### src/rtl/alarm_flag_pkg.sv
package alarm_flag_pkg;
  localparam int unsigned BASE_TICKS_PER_SEC = 64;
  localparam int unsigned HOUR_W = 5;
  localparam int unsigned MIN_W  = 6;
  localparam int unsigned SEC_W  = 6;
  localparam int unsigned WORD_W = 16;
  localparam int unsigned UPD_BIT  = 4;
  localparam int unsigned ALM_BIT  = 5;
  localparam int unsigned PER_BIT  = 6;
  localparam int unsigned PEND_BIT = 7;
  localparam int unsigned CNT_LSB  = 8;
  localparam logic [7:0]  EVENT_CNT = 8'd1;
endpackage

### src/rtl/upd_detect.sv
module upd_detect #(
  parameter int unsigned SW = 6
) (
  input  logic          clk_i,
  input  logic          rst_ni,
  input  logic          tick_i,
  input  logic          en_i,
  input  logic [SW-1:0] sec_i,
  output logic          fire_o
);
  logic          en_q, valid_q;
  logic [SW-1:0] last_q;
  logic          rise, seen, differs;

  assign rise    = en_i & ~en_q;
  assign seen    = valid_q & ~rise;
  assign differs = sec_i != last_q;
  assign fire_o  = tick_i & en_i & seen & differs;

  always_ff @(posedge clk_i or negedge rst_ni) begin
    if (!rst_ni) begin
      en_q    <= 1'b0;
      valid_q <= 1'b0;
      last_q  <= '0;
    end else begin
      en_q <= en_i;
      if (rise) valid_q <= 1'b0;
      // first tick after arming records only
      if (tick_i && en_i && (!seen || differs)) begin
        last_q  <= sec_i;
        valid_q <= 1'b1;
      end
    end
  end


  fire_records_chk: assert property (@(posedge clk_i) disable iff (!rst_ni)
    fire_o |=> (valid_q && last_q == $past(sec_i)));
endmodule

### src/rtl/per_div.sv
module per_div #(
  parameter int unsigned CW = 8
) (
  input  logic          clk_i,
  input  logic          rst_ni,
  input  logic          tick_i,
  input  logic          en_i,
  input  logic [CW-1:0] limit_i,
  input  logic [CW-1:0] missed_i,
  output logic          fire_o
);
  localparam int unsigned SUM_W = CW + 2;

  logic [CW-1:0]    cnt_q;
  logic [SUM_W-1:0] sum;

  assign sum    = SUM_W'(cnt_q) + SUM_W'(missed_i) + SUM_W'(1);
  // one compare against the limit: saturation, single flag per tick
  assign fire_o = tick_i & en_i & (sum >= SUM_W'(limit_i));

  always_ff @(posedge clk_i or negedge rst_ni) begin
    if (!rst_ni)       cnt_q <= '0;
    else if (!en_i)    cnt_q <= '0;
    else if (fire_o)   cnt_q <= '0;
    else if (tick_i)   cnt_q <= sum[CW-1:0];
  end


  per_clear_chk: assert property (@(posedge clk_i) disable iff (!rst_ni)
    fire_o |=> cnt_q == '0);

  per_idle_chk: assert property (@(posedge clk_i) disable iff (!rst_ni)
    !en_i |=> cnt_q == '0);
endmodule

### src/rtl/alm_match.sv
module alm_match #(
  parameter int unsigned HW = 5,
  parameter int unsigned MW = 6,
  parameter int unsigned SW = 6
) (
  input  logic          tick_i,
  input  logic          en_i,
  input  logic [HW-1:0] hour_i,
  input  logic [MW-1:0] min_i,
  input  logic [SW-1:0] sec_i,
  input  logic [HW-1:0] alm_hour_i,
  input  logic [MW-1:0] alm_min_i,
  input  logic [SW-1:0] alm_sec_i,
  output logic          fire_o
);
  logic [2:0] eq;
  assign eq[0]  = hour_i == alm_hour_i;
  assign eq[1]  = min_i  == alm_min_i;
  assign eq[2]  = sec_i  == alm_sec_i;
  assign fire_o = tick_i & en_i & (&eq);
endmodule

### src/rtl/alarm_flag_gen.sv
module alarm_flag_gen
  import alarm_flag_pkg::*;
#(
  parameter int unsigned CW = 8
) (
  input  logic              clk_i,
  input  logic              rst_ni,
  input  logic              tick_i,
  input  logic [HOUR_W-1:0] hour_i,
  input  logic [MIN_W-1:0]  min_i,
  input  logic [SEC_W-1:0]  sec_i,
  input  logic              upd_en_i,
  input  logic              per_en_i,
  input  logic              alm_en_i,
  input  logic [CW-1:0]     per_limit_i,
  input  logic [CW-1:0]     missed_i,
  input  logic [HOUR_W-1:0] alm_hour_i,
  input  logic [MIN_W-1:0]  alm_min_i,
  input  logic [SEC_W-1:0]  alm_sec_i,
  output logic [WORD_W-1:0] flags_o,
  output logic              flags_vld_o
);
  logic f_upd, f_per, f_alm, any_fire;
  logic [WORD_W-1:0] word_d;

  upd_detect #(.SW(SEC_W)) u_upd (
    .clk_i(clk_i), .rst_ni(rst_ni), .tick_i(tick_i), .en_i(upd_en_i),
    .sec_i(sec_i), .fire_o(f_upd)
  );

  per_div #(.CW(CW)) u_per (
    .clk_i(clk_i), .rst_ni(rst_ni), .tick_i(tick_i), .en_i(per_en_i),
    .limit_i(per_limit_i), .missed_i(missed_i), .fire_o(f_per)
  );

  alm_match #(.HW(HOUR_W), .MW(MIN_W), .SW(SEC_W)) u_alm (
    .tick_i(tick_i), .en_i(alm_en_i), .hour_i(hour_i), .min_i(min_i),
    .sec_i(sec_i), .alm_hour_i(alm_hour_i), .alm_min_i(alm_min_i),
    .alm_sec_i(alm_sec_i), .fire_o(f_alm)
  );

  assign any_fire = f_upd | f_per | f_alm;

  always_comb begin
    word_d = '0;
    word_d[UPD_BIT]  = f_upd;
    word_d[ALM_BIT]  = f_alm;
    word_d[PER_BIT]  = f_per;
    word_d[PEND_BIT] = 1'b1;
    word_d[WORD_W-1:CNT_LSB] = EVENT_CNT;
  end

  always_ff @(posedge clk_i or negedge rst_ni) begin
    if (!rst_ni) begin
      flags_o     <= '0;
      flags_vld_o <= 1'b0;
    end else begin
      flags_vld_o <= any_fire;
      flags_o     <= any_fire ? word_d : '0;
    end
  end


  word_fmt_chk: assert property (@(posedge clk_i) disable iff (!rst_ni)
    flags_vld_o |-> (flags_o[15:8] == 8'd1 && flags_o[7] && flags_o[3:0] == 4'd0));

  vld_after_tick_chk: assert property (@(posedge clk_i) disable iff (!rst_ni)
    tick_i == 1'b0 |=> !flags_vld_o && flags_o == '0);

  all_off_chk: assert property (@(posedge clk_i) disable iff (!rst_ni)
    !(upd_en_i || per_en_i || alm_en_i) |=> !flags_vld_o);

  arm_quiet_chk: assert property (@(posedge clk_i) disable iff (!rst_ni)
    $rose(upd_en_i) |=> !flags_o[UPD_BIT]);

  alarm_gate_chk: assert property (@(posedge clk_i) disable iff (!rst_ni)
    flags_o[ALM_BIT] |-> $past(alm_en_i) && $past(sec_i == alm_sec_i));
endmodule

### config.mk
export PLATFORM = sky130hd
export DESIGN_NAME = alarm_flag_gen
export DESIGN_NICKNAME = d
export VERILOG_FILES = /design/src/rtl/alarm_flag_pkg.sv /design/src/rtl/upd_detect.sv /design/src/rtl/per_div.sv /design/src/rtl/alm_match.sv /design/src/rtl/alarm_flag_gen.sv
export SDC_FILE = /design/constraint.sdc
export NUM_CORES = 1
export LEC_CHECK = 0
export BUFFER_PORTS_ARGS = -buffer_cell sky130_fd_sc_hd__buf_2
export CAP_MARGIN = 10
export CORE_ASPECT_RATIO = 1.4
export CORE_MARGIN = 3
export CORE_UTILIZATION = 40
export DETAILED_ROUTE_END_ITERATION = 16
export GPL_ROUTABILITY_DRIVEN = 1
export GPL_TIMING_DRIVEN = 0
export PLACE_DENSITY_LB_ADDON = 0.05
export SLEW_MARGIN = 0
export SYNTH_ARGS = -nofsm -noshare
export SYNTH_HDL_FRONTEND = slang
export SYNTH_SLANG_ARGS = --single-unit
### constraint.sdc
create_clock -name clk_i -period 4.9 [get_ports clk_i]
set_clock_uncertainty 0.05 [all_clocks]
set_input_delay 0.49 -clock clk_i [delete_from_list [all_inputs] [get_ports clk_i]]
set_output_delay 0.49 -clock clk_i [all_outputs]
set_load 0.1 [all_outputs]
==> results of run 1 <==
## per-stage QoR
step | instances | setup WS (ns) | util (%) | total power (µW) | cell area [µm²]
after floorplan | 214 | 1.13 | - | 931 | 1960
after global placement | 337 | 0.577 | 51.3 | 1090 | 2340
after detailed placement | 337 | 0.613 | 51.3 | 1100 | 2340
after CTS | 341 | 0.836 | 52.5 | 1230 | 2400
after global routing | 341 | 0.550 | 52.5 | 1340 | 2400
final | 341 | 0.877 | 52.5 | 1220 | 2400
## metal layers
metal | share of wire (%) | vias to the layer above | track usage, %
li1 | - | 863 | -
met1 | 39 | 735 | 17.2
met2 | 54 | 44 | 32.2
met3 | 5.5 | 4 | 2.31
met4 | 0.91 | 0 | 4.62
met5 | 0 | - | 0
## layout make-up
type | count | area share, %
flip-flops and latches | 20 | 20.9
clock buffers | 4 | 2.30
inverters | 12 | 1.88
multi-input cells | 167 | 54.6
plain buffers | 15 | 4.38
well taps | 62 | 3.23
repair buffers | 61 | 12.7
## synth_stat cells (2+ instances only)
cell type | n | area (µm²)
dfrtp_1 | 20 | 500
xnor2_1 | 20 | 175
ha_1 | 17 | 213
nand2_1 | 15 | 56.3
buf_4 | 13 | 97.6
inv_1 | 12 | 45.0
o21ai_0 | 11 | 55.1
xor2_1 | 10 | 87.6
mux2_2 | 7 | 78.8
nor2_1 | 7 | 26.3
nand4_1 | 6 | 37.5
a21oi_1 | 5 | 25.0
a32o_1 | 4 | 40.0
nor2b_1 | 3 | 18.8
nor3_1 | 3 | 15.0
o21a_1 | 3 | 22.5
a211o_1 | 2 | 17.5
a211oi_1 | 2 | 15.0
a21o_1 | 2 | 15.0
a21o_2 | 2 | 17.5
mux2i_1 | 2 | 20.0
nor4_1 | 2 | 12.5
o2111a_1 | 2 | 22.5
o21ai_1 | 2 | 10.0
## path summary, 6_finish.rpt
| kind | to | slack (ns) | cells past startpoint |
|---|---|---|---|
| min in group clk_i | u_upd.en_q | 0.32 | 1 |
| max | flags_o[7] | 0.88 | 16 |
| min reg2reg | u_per.cnt_q[0] | 0.45 | 2 |
| max reg2reg | flags_o[7] | 0.88 | 16 |
| max in group asynchronous | u_upd.last_q[4] | 4.36 | 1 |
| min | u_per.cnt_q[4] | 0.12 | 1 |
## flip-flops by register name (all words and copies together), names as in the netlist
register       count
u_upd.last_q       6
u_per.cnt_q        8
u_upd.valid_q      1
flags_o            4
u_upd.en_q         1
## kinds of logic after synthesis
group / synth area share, %
AO/OA/AOI/OAI: 18.9
XOR/XNOR: 14.5
adder cells (fa/ha/maj): 12.1
buffers and inverters: 7.81
flip-flops: 26.0
multiplexers: 5.14
other: 0.195
AND/OR/NAND/NOR: 15.3
## worst max-delay path, cell delays in order, from the launching register on
cell,delay (ns)
dfrtp_1,0.39
ha_1,0.26
fa_1,0.46
a211oi_1,0.36
o21ai_1,0.18
a32o_1,0.29
nor2_4,0.19
nand2_1,0.09
xnor2_1,0.13
ha_1,0.20
nor3_1,0.17
o21ai_0,0.11
a41oi_1,0.22
or2_2,0.17
and4_4,0.21
a311oi_2,0.05
or3_1,0.38
## power groups by stage
stage / logic (µW) / registers (µW) / clock network [µW]
after global routing: 963 / 243 / 138
after floorplan: 653 / 278 / 0
after detailed placement: 858 / 239 / 0
after global placement: 854 / 239 / 0
final: 854 / 237 / 124
after CTS: 866 / 237 / 130
==> flow_summary_export.csv, run 1 <==
group,metric,value,unit
pwr,leakage,0.00120,µW
timing,fmax,0.249,GHz
timing,drv_slew,0,
route,drt-total-wl,4280,µm
logic_synthesis,synthArstFlopShare,100,%
worst_setup_path,reg2reg_from,"u_per.cnt_q[0]",
timing,setup_viol,0,
pwr,switching_share,49.3,%
pwr,p_int,616,µW
logic_synthesis,ys_ff_latch,20,
final_layout,fin_nets,354,
worst_setup_path,end_kind,"register",
route,wire_per_inst,12.5,µm
clock_network,clockBufferDepth,2,
pwr,clkPwrFrac,10.2,%
logic_synthesis,syn_inst,204,
logic_synthesis,synth_edf_count,0,
clock_network,worstSkewPairLatency,0.26,ns
pwr,power.density,507,nW/µm²
route,ant_nets,0,
clock_network,cts_root_buffer,"clkbuf_8",
clock_network,postCtsSetupBuffers,0,
clock_network,cts_tree,"built",
route,post_drt_via_cell_ratio,4.83,
clock_network,cts_hold_buf,0,
global_routing,grt-ovfl-total,0,
global_routing,grt_first_pass_wirelength,7260,µm
route,drt_iter0_drc,27,
worst_setup_path,critical_path_class,"reg2reg",
final_layout,n_antenna_cell,0,
logic_synthesis,synth_cell_type_count,56,
hold_path,hold_class,"in2async",
clock_network,clk_pin_slew,0.07,ns
die,die-area,5690,µm²
clock_network,cts_buffers,3,
timing,finalCritPeriodShare,82.1,%
status,status,"complete, no violations",
final_layout,syn_to_final_growth,24.7,%
final_layout,final_common_cell,"buf_2",
final_layout,drive_above_1_share,36.6,%
clock_network,h-tree-depth,1,
logic_synthesis,avgSynthCellArea,9.43,µm²
final_layout,register_area,500,µm²
timing,min_period,4.02,ns
die,rows,29,
timing,hold_ws,0.124,ns
die,pin_count,73,
pwr,p_switching,599,µW
timing,final-hold-violation-count,0,
route,drc,0,
route,firstDrtPassIters,4,
final_layout,nFillCells,487,
die,chipHeight,88.0,µm
worst_setup_path,setup.worst_path.start,"u_per.cnt_q[0]",
clock_network,cts.sinks,20,
route,vias,1646,
pwr,seq_power_share,19.5,%
die,fp.coreArea,4570,µm²
timing,fin_tns_setup,0,ns
place,dp_hpwl,3710,µm
logic_synthesis,synthFlopType,"dfrtp_1",
timing,slew_headroom,55.2,%
worst_setup_path,startpoint_type,"register",
place,gp_congestion,0.732,
pwr,ir_drop,0.000238,V
global_routing,antenna_found_initial,0,
timing,rsz0062_at_grt,"false",
timing,worst_pin_slew,0.669,ns
place,port_buffers,61,
logic_synthesis,yosysWarnings,0,
worst_setup_path,crit_fanout,5,
logic_synthesis,yosysSeqAreaShare,26.0,%
clock_network,cts_resized,0,
final_layout,mostFrequentLayoutCells,"buf_2 (61), xnor2_1 (20), dfrtp_1 (20)",
worst_setup_path,required,4.99,ns
logic_synthesis,syn_area,1920,µm²
global_routing,grtUsageTotal,16.1,%
worst_setup_path,cp.arrival,4.11,ns
die,initial_core_util,42.1,%
job,cap_violations,0,
die,dieWidth,64.6,µm
final_layout,multi_input_area,1310,µm²
pwr,power_frac_comb,70.3,%
global_routing,first_global_vias,1640,
global_routing,grt_start_max_net_pins,21,
(Power assumes the default switching activity.)
==> run 2: changes to the inputs <==
ABC_AREA = 1   (was default)
clock period = 3.38 ns   (was 4.9 ns; I/O delays follow)
==> flow_summary_export.csv, run 2 <==
group,metric,value,unit
final_layout,nFillCells,544,
worst_setup_path,r2r_slack,0.32,ns
logic_synthesis,synth_cell_type_count,35,
place,dp_hpwl,4020,µm
logic_synthesis,synthFlopType,"dfrtp_1",
worst_setup_path,path_buf_inv,1,
route,vias,2015,
final_layout,largest_reg_flops,8,
worst_setup_path,crit_family,"adder cells",
pwr,switching_share,51.0,%
global_routing,grtUsageTotal,16.0,%
final_layout,fin_nets,465,
logic_synthesis,synth_top_family_by_area,"simple AND/OR/NAND/NOR gates",
timing,slew_headroom,59.9,%
clock_network,cts.sinks,20,
logic_synthesis,ys_ff_latch,20,
pwr,p_switching,688,µW
global_routing,first_global_vias,1960,
final_layout,syn_to_final_growth,23.5,%
worst_setup_path,reg2reg_from,"u_per.cnt_q[0]",
final_layout,multi_input_area,1310,µm²
worst_setup_path,rr_worst_depth,16,
worst_setup_path,startpoint_type,"register",
final_layout,design_area,2580,µm²
timing,setup_viol,0,
die,initial_core_util,42.1,%
worst_setup_path,cp.arrival,3.20,ns
hold_path,hold_depth,1,
status,status,"complete, no violations",
logic_synthesis,synth_adder_area_share,11.1,%
route,firstDrtPassIters,4,
route,drt-total-wl,4590,µm
timing,final-hold-violation-count,0,
logic_synthesis,yosys-mux-area-fraction,0,%
worst_setup_path,end_kind,"register",
worst_setup_path,cpMostUsedCell,"nand2_1",
die,pin_count,73,
final_layout,final_common_cell,"nand2_1",
pwr,total_power,1350,µW
worst_setup_path,cp_slowest_stage_delay,0.55,ns
logic_synthesis,syn_area,2090,µm²
timing,fmax,0.327,GHz
final_layout,n_antenna_cell,0,
global_routing,grt_first_pass_wirelength,7760,µm
job,cap_violations,0,
final_layout,largest_register,"u_per.cnt_q",
pwr,leakage,0.00158,µW
final_layout,drive_above_1_share,28.5,%
die,rows,30,
final_layout,mostFrequentLayoutCells,"nand2_1 (83), buf_2 (62), inv_1 (60)",
hold_path,hold_class,"in2reg",
place,placedInstanceArea,2510,µm²
clock_network,cts_tree,"built",
logic_synthesis,synth_edf_count,0,
worst_setup_path,path_cells,"ha_1 > fa_2 > nand2_1 > nor2_1 > nand3_1 > nor2_2 > nand2_2 > nor2_4 > nand2_1 > nand2_1 > inv_1 > ha_1 > a21oi_2 > a21boi_4 > nand3_1 > nand2_1",
final_layout,final_util,52.1,%
worst_setup_path,required,3.52,ns
die,chipHeight,91.5,µm
logic_synthesis,yosysSeqAreaShare,24.0,%
hold_path,whs_endpoint,"u_upd.en_q",
die,dieWidth,67.1,µm
logic_synthesis,yosys.area_share.simple,36.7,%
clock_network,cts_buffers,3,
logic_synthesis,synth_compound_area_share,8.57,%
timing,setup_slack,0.322,ns
global_routing,grt_start_max_net_pins,21,
final_layout,register_area,500,µm²
hold_path,hp-start,"upd_en_i",
die,fp.coreArea,4950,µm²
timing,fin_tns_setup,0,ns
pwr,power.density,523,nW/µm²
timing,drv_slew,0,
pwr,clkPwrFrac,11.6,%
timing,worst_pin_slew,0.599,ns
worst_setup_path,critPathSlowestCell,"fa_2",
logic_synthesis,synth-xor-area-share,3.36,%
route,wire_per_inst,10.1,µm
pwr,ir_drop,0.000170,V
logic_synthesis,yosys-top-cells-area,"dfrtp_1 (24%), nand2_1 (15%), inv_1 (11%)",
die,die-area,6140,µm²
timing,min_period,3.06,ns
pwr,p_int,662,µW
route,drc,0,
timing,rsz0062_at_grt,"false",
clock_network,worstSkewPairLatency,0.26,ns
global_routing,grt-ovfl-total,0,
timing,finalCritPeriodShare,90.5,%
logic_synthesis,yosysWarnings,0,
worst_setup_path,critical_path_class,"reg2reg",
place,dp_slack,-0.131,ns
logic_synthesis,synthArstFlopShare,100,%
route,ant_nets,0,
worst_setup_path,r2r_end,"u_per.cnt_q[5]",
clock_network,clk_pin_slew,0.08,ns
pwr,seq_power_share,22.9,%
clock_network,clockBufferDepth,2,
logic_synthesis,avgSynthCellArea,6.65,µm²
pwr,power_frac_comb,65.5,%
logic_synthesis,synth_common_cells,"nand2_1 (83), inv_1 (60), nor2_1 (23)",
worst_setup_path,setup.worst_path.start,"u_per.cnt_q[0]",
clock_network,cts_root_buffer,"clkbuf_8",
logic_synthesis,synth_most_common_cell,"nand2_1",
global_routing,antenna_found_initial,0,
final_layout,reg_top3,"u_per.cnt_q: 8 flops, u_upd.last_q: 6 flops, flags_o: 4 flops",
logic_synthesis,synth_top_area_share,24.0,%
place,port_buffers,61,
worst_setup_path,crit_fanout,8,
route,post_drt_via_cell_ratio,4.45,
route,drt_iter0_drc,24,
place,gp_congestion,0.763,
logic_synthesis,yosys.area.top_type,"dfrtp_1",
clock_network,h-tree-depth,1,
logic_synthesis,syn_inst,314,
[run 2: how the worst max path moves through the flow]
stage                     cells after the start             end  slack, ns
after floorplan                              17  u_per.cnt_q[0]       0.41
after global placement                       18  u_per.cnt_q[0]      -0.10
after detailed placement                     18  u_per.cnt_q[5]      -0.13
after CTS                                    17  u_per.cnt_q[5]       0.14
after global routing                         16  u_per.cnt_q[5]       0.04
final                                        16  u_per.cnt_q[5]       0.32
[run 2: logic make-up after synthesis]
kind of cell	count (synthesis)
simple gates	161
buf+inv	76
compound gates	30
flops	20
fa+ha+maj	18
xor+xnor	8
other cells	1
[run 2: power by group through the flow]
stage	Clock (µW)	Sequential (µW)	Combinational (µW)
6_report	156	309	885
5_1_grt	171	314	1010
4_1_cts	164	309	880
3_5_place_dp	0	313	870
3_3_place_gp	0	312	855
2_1_floorplan	0	353	658
[run 2: metal layers]
metal / up-vias / global-route usage, % / routed length, µm
met5: - / 0 / 0
met4: 0 / 5.08 / 56
met3: 4 / 2.48 / 244
met2: 50 / 31.0 / 2500
met1: 855 / 16.6 / 1790
li1: 1106 / - / -
[run 2: final cells by class]
class                   instances  area share, %
clock buffers                   3           1.60
plain buffers                  14           3.98
repair buffers                 62           12.2
flip-flops and latches         20           19.4
multi-input cells             228           50.7
well taps                      64           3.10
inverters                      62           9.02
[run 2: what timing repair did]
| action | in CTS | in global routing |
|---|---|---|
| endpoints found under the hold margin | 10 | 0 |
| hold buffers | 1 | 0 |
| pin swaps | 0 | 0 |
| resized for setup | 1 | 3 |
| buffers inserted | 0 | 0 |
| setup endpoints to repair | 8 | 8 |
[run 2: per-stage QoR]
| stage | cells | hold slack, ns |
|---|---|---|
| floorplan | 324 | -0.00759 |
| global route | 453 | 0.162 |
| detailed placement | 449 | 0.278 |
| finish | 453 | 0.169 |
| global placement | 449 | 0.276 |
| CTS | 453 | 0.162 |
